[config.mk]
export PLATFORM = sky130hd
export DESIGN_NAME = i2c_slave_tx
export DESIGN_NICKNAME = d
export VERILOG_FILES = /design/src/rtl/i2c_slv_pkg.sv /design/src/rtl/i2c_slv_sync.sv /design/src/rtl/i2c_slv_cond.sv /design/src/rtl/i2c_slave_tx.sv
export SDC_FILE = /design/constraint.sdc
export NUM_CORES = 1
export LEC_CHECK = 0
export CORE_ASPECT_RATIO = 1.75
export CORE_MARGIN = 1
export CORE_UTILIZATION = 55
export CTS_CLUSTER_SIZE = 14
export DETAILED_ROUTE_END_ITERATION = 8
export DONT_BUFFER_PORTS = 1
export GPL_ROUTABILITY_DRIVEN = 0
export PLACE_DENSITY = 0.7
export SETUP_SLACK_MARGIN = 0.4
export SLEW_MARGIN = 40
export SYNTH_ARGS = -nofsm -noshare
export SYNTH_HDL_FRONTEND = slang
export SYNTH_SLANG_ARGS = --single-unit
[constraint.sdc]
create_clock -name clk -period 2.85 [get_ports clk]
set_clock_uncertainty 0.05 [all_clocks]
set_input_delay 0.57 -clock clk [delete_from_list [all_inputs] [get_ports clk]]
set_output_delay 0.57 -clock clk [all_outputs]
set_load 0.01 [all_outputs]
[src/rtl/i2c_slv_pkg.sv]
package i2c_slv_pkg;
    localparam int BYTE_W = 8;
    localparam int ADDR_W = BYTE_W - 1;
    localparam int CNT_W  = $clog2(BYTE_W + 1);

    typedef enum logic [2:0] {
        ST_IDLE,
        ST_ADDR,
        ST_ADDR_ACK,
        ST_TX_BIT,
        ST_TX_ACK,
        ST_HOLD,
        ST_IGNORE
    } slv_state_e;
endpackage

[src/rtl/i2c_slv_sync.sv]
module i2c_slv_sync #(
    parameter int STAGES = 2
) (
    input  logic clk,
    input  logic rst_n,
    input  logic d,
    output logic q
);
    logic [STAGES-1:0] pipe;

    always_ff @(posedge clk or negedge rst_n) begin
        if (!rst_n) pipe <= '1;
        else        pipe <= {pipe[STAGES-2:0], d};
    end

    assign q = pipe[STAGES-1];
endmodule

[src/rtl/i2c_slv_cond.sv]
module i2c_slv_cond (
    input  logic clk,
    input  logic rst_n,
    input  logic scl,
    input  logic sda,
    output logic scl_rise,
    output logic scl_fall,
    output logic start_det,
    output logic stop_det
);
    logic scl_d, sda_d;

    always_ff @(posedge clk or negedge rst_n) begin
        if (!rst_n) begin
            scl_d <= 1'b1;
            sda_d <= 1'b1;
        end else begin
            scl_d <= scl;
            sda_d <= sda;
        end
    end

    assign scl_rise  = scl & ~scl_d;
    assign scl_fall  = ~scl & scl_d;
    assign start_det = scl & scl_d & sda_d & ~sda;
    assign stop_det  = scl & scl_d & ~sda_d & sda;
endmodule

[src/rtl/i2c_slave_tx.sv]
module i2c_slave_tx
    import i2c_slv_pkg::*;
#(
    parameter logic [6:0] OWN_ADDR    = 7'h2A,
    parameter int         SYNC_STAGES = 2
) (
    input  logic              clk,
    input  logic              rst_n,
    input  logic              scl_in,
    input  logic              sda_in,
    output logic              scl_low,
    output logic              sda_low,
    input  logic              irq_en,
    input  logic              dr_wr,
    input  logic [BYTE_W-1:0] dr_wdata,
    input  logic              dr_rd,
    input  logic              flag_clr,
    input  logic              ack_clr,
    input  logic              dir_clr,
    output logic              dr_empty,
    output logic              frame_flag,
    output logic              ack_stat,
    output logic              dir_tx,
    output logic              irq
);
    localparam logic [CNT_W-1:0] ADDR_LAST = CNT_W'(BYTE_W);
    localparam logic [CNT_W-1:0] TX_LAST   = CNT_W'(BYTE_W - 1);

    logic [1:0] line_raw, line_s;
    logic scl_s, sda_s, scl_rise, scl_fall, start_det, stop_det;

    assign line_raw = {sda_in, scl_in};

    for (genvar g = 0; g < 2; g++) begin : g_sync
        i2c_slv_sync #(.STAGES(SYNC_STAGES)) u_sync (
            .clk(clk), .rst_n(rst_n), .d(line_raw[g]), .q(line_s[g])
        );
    end

    assign scl_s = line_s[0];
    assign sda_s = line_s[1];

    i2c_slv_cond u_cond (
        .clk(clk), .rst_n(rst_n), .scl(scl_s), .sda(sda_s),
        .scl_rise(scl_rise), .scl_fall(scl_fall),
        .start_det(start_det), .stop_det(stop_det)
    );

    slv_state_e        state, nxt;
    logic [BYTE_W-1:0] dr, sh;
    logic [CNT_W-1:0]  bit_cnt;
    logic              rw_q, sh_full, addr_hit;

    assign addr_hit = (sh[BYTE_W-1:1] == OWN_ADDR);

    // state register
    always_ff @(posedge clk or negedge rst_n) begin
        if (!rst_n) state <= ST_IDLE;
        else        state <= nxt;
    end

    // next-state logic
    always_comb begin
        nxt = state;
        if (stop_det)       nxt = ST_IDLE;
        else if (start_det) nxt = ST_ADDR;
        else begin
            unique case (state)
                ST_IDLE, ST_IGNORE: nxt = state;
                ST_ADDR:
                    if (scl_fall && bit_cnt == ADDR_LAST)
                        nxt = addr_hit ? ST_ADDR_ACK : ST_IGNORE;
                ST_ADDR_ACK:
                    if (scl_fall)
                        nxt = !rw_q ? ST_IGNORE : (dr_empty ? ST_HOLD : ST_TX_BIT);
                ST_TX_BIT:
                    if (scl_fall && bit_cnt == TX_LAST) nxt = ST_TX_ACK;
                ST_TX_ACK:
                    if (scl_fall) nxt = (sh_full || !dr_empty) ? ST_TX_BIT : ST_HOLD;
                ST_HOLD:
                    if (!dr_empty)  nxt = ST_TX_BIT;
                    else if (dr_rd) nxt = ST_IDLE;
                default: nxt = ST_IDLE;
            endcase
        end
    end

    // datapath and flags
    always_ff @(posedge clk or negedge rst_n) begin
        if (!rst_n) begin
            dr         <= '0;
            sh         <= '0;
            bit_cnt    <= '0;
            dr_empty   <= 1'b1;
            frame_flag <= 1'b0;
            ack_stat   <= 1'b0;
            dir_tx     <= 1'b0;
            rw_q       <= 1'b0;
            sh_full    <= 1'b0;
        end else begin
            if (flag_clr) frame_flag <= 1'b0;
            if (ack_clr)  ack_stat   <= 1'b0;
            if (dir_clr)  dir_tx     <= 1'b0;
            if (dr_wr) begin
                dr       <= dr_wdata;
                dr_empty <= 1'b0;
            end
            if (start_det || stop_det) begin
                bit_cnt <= '0;
                sh_full <= 1'b0;
            end else begin
                unique case (state)
                    ST_ADDR: begin
                        if (scl_rise) begin
                            sh      <= {sh[BYTE_W-2:0], sda_s};
                            bit_cnt <= bit_cnt + 1'b1;
                        end
                        if (scl_fall && bit_cnt == ADDR_LAST) rw_q <= sh[0];
                    end
                    ST_ADDR_ACK: begin
                        if (scl_rise && rw_q) begin
                            dir_tx     <= 1'b1;
                            frame_flag <= 1'b1;
                            dr_empty   <= 1'b1;
                        end
                        if (scl_fall && rw_q && !dr_empty) begin
                            sh         <= dr;
                            dr_empty   <= 1'b1;
                            frame_flag <= 1'b1;
                        end
                        if (scl_fall) bit_cnt <= '0;
                    end
                    ST_TX_BIT:
                        if (scl_fall) begin
                            sh      <= {sh[BYTE_W-2:0], 1'b0};
                            bit_cnt <= (bit_cnt == TX_LAST) ? '0 : bit_cnt + 1'b1;
                        end
                    ST_TX_ACK: begin
                        if (scl_rise) begin
                            ack_stat   <= sda_s;
                            frame_flag <= 1'b1;
                            if (!dr_empty) begin
                                sh       <= dr;
                                sh_full  <= 1'b1;
                                dr_empty <= 1'b1;
                            end
                        end
                        if (scl_fall) begin
                            if (!sh_full && !dr_empty) begin
                                sh         <= dr;
                                dr_empty   <= 1'b1;
                                frame_flag <= 1'b1;
                            end
                            sh_full <= 1'b0;
                            bit_cnt <= '0;
                        end
                    end
                    ST_HOLD:
                        if (!dr_empty) begin
                            sh         <= dr;
                            dr_empty   <= 1'b1;
                            frame_flag <= 1'b1;
                            bit_cnt    <= '0;
                        end
                    default: ;
                endcase
            end
        end
    end

    // outputs
    always_comb begin
        sda_low = (state == ST_ADDR_ACK) || (state == ST_TX_BIT && !sh[BYTE_W-1]);
        scl_low = (state == ST_HOLD);
        irq     = frame_flag & irq_en;
    end

    assert_dir_on_addr_R2: assert property (@(posedge clk) disable iff (!rst_n)
        $rose(dir_tx) |-> ($past(state) == ST_ADDR_ACK && $past(scl_rise)));

    assert_hold_when_empty_R5: assert property (@(posedge clk) disable iff (!rst_n)
        $rose(scl_low) |-> ($past(dr_empty) && !$past(scl_s)));

    assert_sda_moves_low_R6: assert property (@(posedge clk) disable iff (!rst_n)
        (sda_low != $past(sda_low)) |-> !$past(scl_s));

    assert_frame_event_R6: assert property (@(posedge clk) disable iff (!rst_n)
        $rose(frame_flag) |-> ($past(scl_rise) || $past(scl_fall) || $past(state) == ST_HOLD));

    assert_nack_capture_R7: assert property (@(posedge clk) disable iff (!rst_n)
        $rose(ack_stat) |-> ($past(state) == ST_TX_ACK && $past(scl_rise)));

    assert_stop_idle_R11: assert property (@(posedge clk) disable iff (!rst_n)
        stop_det |=> (state == ST_IDLE && !scl_low && !sda_low));
endmodule

==> results.yml <==
setup_path:
  critPathKind: "reg -> reg"
  slowest_stage: "dfrtp_1"
  worstPathCellList: "nand2b_1 -> o21ai_1 -> a2111oi_4 -> o211ai_1 -> and3_1"
  crit_arrival_ns: 2.40
  cp-start-kind: "register"
  path_max_fanout: 14
  cp-end-kind: "register"
  cp.required_ns: 2.98
  cpPeakStageDelay_ns: 0.67
timing:
  rsz0062_at_grt: "false"
  hold_viol: 0
  fmax_mhz: 440.2
  slew_violations: 0
  setup_viol: 0
  tns_ns: 0
  slew_headroom_pct: 60.65
  period_minus_slack_ns: 2.272
  worst_slew_pin_slew_ns: 0.5890
  period_share_pct: 79.71
pwr:
  seqPwrFrac_pct: 41.8
  ir_drop_mv: 0.4561
  power_frac_comb_pct: 38.6
  total_power_w: 0.001818
  switching_share_pct: 39.32
  p_clk_share_pct: 19.6
  power.density_nw_per_um2: 871.6
  p_leak_nw: 0.8680
  p_int_w: 0.001103
  switchingPower_w: 0.0007149
global_routing:
  grt_pass1_wl_mm: 7.238
  grt_start_max_net_pins: 29
  antenna_found_initial: 0
  grt_overflow: 0
  grt_usage_pct: 27.22
  grt_pass1_vias: 1520
synth:
  postSynthAreaPerCell_um2: 10.54
  seq_area_frac_synth_pct: 45.12
  async_flop_share_pct: 100.0
  synth_cell_types: 50
  synth_top_flop_cell: "dfrtp_1"
  ys_top_cells_by_area: "dfrtp_1 (36%), dfstp_2 (9.4%), mux2_2 (5.2%)"
  synthMostInstantiatedCell: "dfrtp_1"
  synth_area_um2: 1961
  yosys_warnings: 0
  synth-edff-count: 0
  syn-instance-count: 186
  ys_ff_latch: 35
  yosysTopAreaCellShare_pct: 35.74
  syn_nets: 209
  synthTopCellsByCount: "dfrtp_1 (28), a21oi_1 (16), inv_1 (11), nand2_1 (10)"
  yosysTopAreaCell: "dfrtp_1"
clocking:
  clk_latency_ns: 0.29
  h-tree-depth: 2
  clk_root_buffer_cell: "clkbuf_8"
  cts_tree: "built"
  numCtsBuffers: 5
  clkSlewWorstSetupHoldPaths_ns: 0.07
  cts_setup_buffers: 0
  clkSinkCount: 35
  max-clock-path-buffers: 2
layout:
  drive_above_1_share_pct: 19.15
  area_delta_synth_final_pct: 6.382
  fin_nets: 210
  diodes: 0
  fin_area_um2: 2086
  fin_cells: 233
  utilization_pct: 61.38
detailed_routing:
  ant_nets: 0
  num_vias: 1475
  drc: 0
  drtIter0Drc: 33
  drtPass1Iterations: 4
  via_per_inst: 6.330
  wl_per_cell_um: 19.58
  drt-total-wl_mm: 4.563
placement:
  placed_cell_area_um2: 1977
  port_buffers: 0
  dp_cells: 224
  dp_hpwl_mm: 3.265
hold_path:
  hold_class: "in -> async"
outcome:
  status: "complete, no violations"
die:
  io_pins: 25
  die_x_um: 47.14
  rows: 28
  die_h_um: 80.99
  initial_utilization_pct: 57.70
  core_um2: 3398
  die_area_um2: 3817
flow_run:
  max-cap-violations: 0
## worst max-delay path: cells and delay by family, from the launching register on
kind	cells	cell delay (ns)
simple gates	2	0.54
flops	1	0.67
compound gates	3	0.89
## kinds of logic (layout without fill, tap and decap cells)
logic type               after synthesis  count (layout)  synth area share, %
adder cells (fa/ha/maj)                5               5                3.191
flip-flops                            35              35                45.12
AO/OA/AOI/OAI                         57              57                22.46
XOR/XNOR                               1               1               0.4468
buffers and inverters                 19              21                4.531
multiplexers                           9               9                5.169
AND/OR/NAND/NOR                       60              60                19.08
## metrics by stage
stage	setup WS, ns	hold WS (ns)
after detailed placement	0.4910	0.2252
after global routing	0.4275	0.05197
after global placement	0.5255	0.2250
after CTS	0.4830	0.05207
final	0.5783	0.04331
after floorplan	0.7709	0.2244
## layer usage
metal	global-route usage, %	wire length, um	vias up	part of all wire [%]
met5	0	0	-	0
met4	14.00	146	0	3.2
met3	6.000	236	16	5.2
met2	44.58	2450	56	54
met1	32.02	1730	721	38
li1	-	-	682	-
## power groups by stage
stage               sequential, W  combinational (W)  clock, W
CTS                      0.000752           0.000699  0.000360
floorplan                0.000676           0.000622         0
global placement         0.000761           0.000661         0
finish                   0.000759           0.000703  0.000356
global route             0.000775           0.000778  0.000376
detailed placement       0.000762           0.000683         0
## registers in the layout, indices dropped and copies added (netlist names)
name and cells:
ack_stat 1, bit_cnt 4, dir_tx 1, dr 8
dr_empty 1, frame_flag 1, g_sync.u_sync.pipe 4, rw_q 1
sh 8, sh_full 1, state 3, u_cond.scl_d 1
u_cond.sda_d 1
## worst paths after layout
kind                                     startpoint                  endpoint  slack [ns]  cells after the start
setup / recovery                           state[1]                  state[0]        0.58                      5
hold / removal                                rst_n                bit_cnt[2]        0.04                      1
setup reg to reg                           state[1]                  state[0]        0.58                      5
hold reg to reg            g_sync[1].u_sync.pipe[0]  g_sync[1].u_sync.pipe[1]        0.31                      0
max in group asynchronous                     rst_n                  state[0]        2.54                      1
min in group clk                             sda_in  g_sync[1].u_sync.pipe[0]        0.22                      0
## area by class of cell
cell class	instances	area, um2
Multi-Input combinational cell	132	989.7
Tap cell	45	56.30
Inverter	11	41.29
Clock inverter	2	12.51
Fill cell	299	1313
Sequential cell	35	885.9
Clock buffer	6	72.57
Timing Repair Buffer	2	27.53
## what timing repair did
| item | CTS | global route |
|---|---|---|
| gates resized for setup | 0 | 2 |
| endpoints found under the setup margin | 0 | 2 |
| endpoints found under the hold margin | 28 | 0 |
| hold buffers | 1 | 0 |
## placed cells by master (no fill, tap or decap), types with 3 or more instances in the layout
master,n
dfrtp_1,27
a21oi_1,16
inv_1,11
nand2_1,10
and2_1,9
mux2_2,9
a221o_1,9
o21ai_0,7
dfstp_2,7
nand2b_1,5
nor2_1,5
ha_1,5
clkbuf_8,5
and3b_1,3
o22ai_1,3
nand3b_1,3
nor2b_1,3
nor3b_1,3
o21ai_1,3
nor3_1,3
and3_1,3
Power figures use the tool's default switching activity.
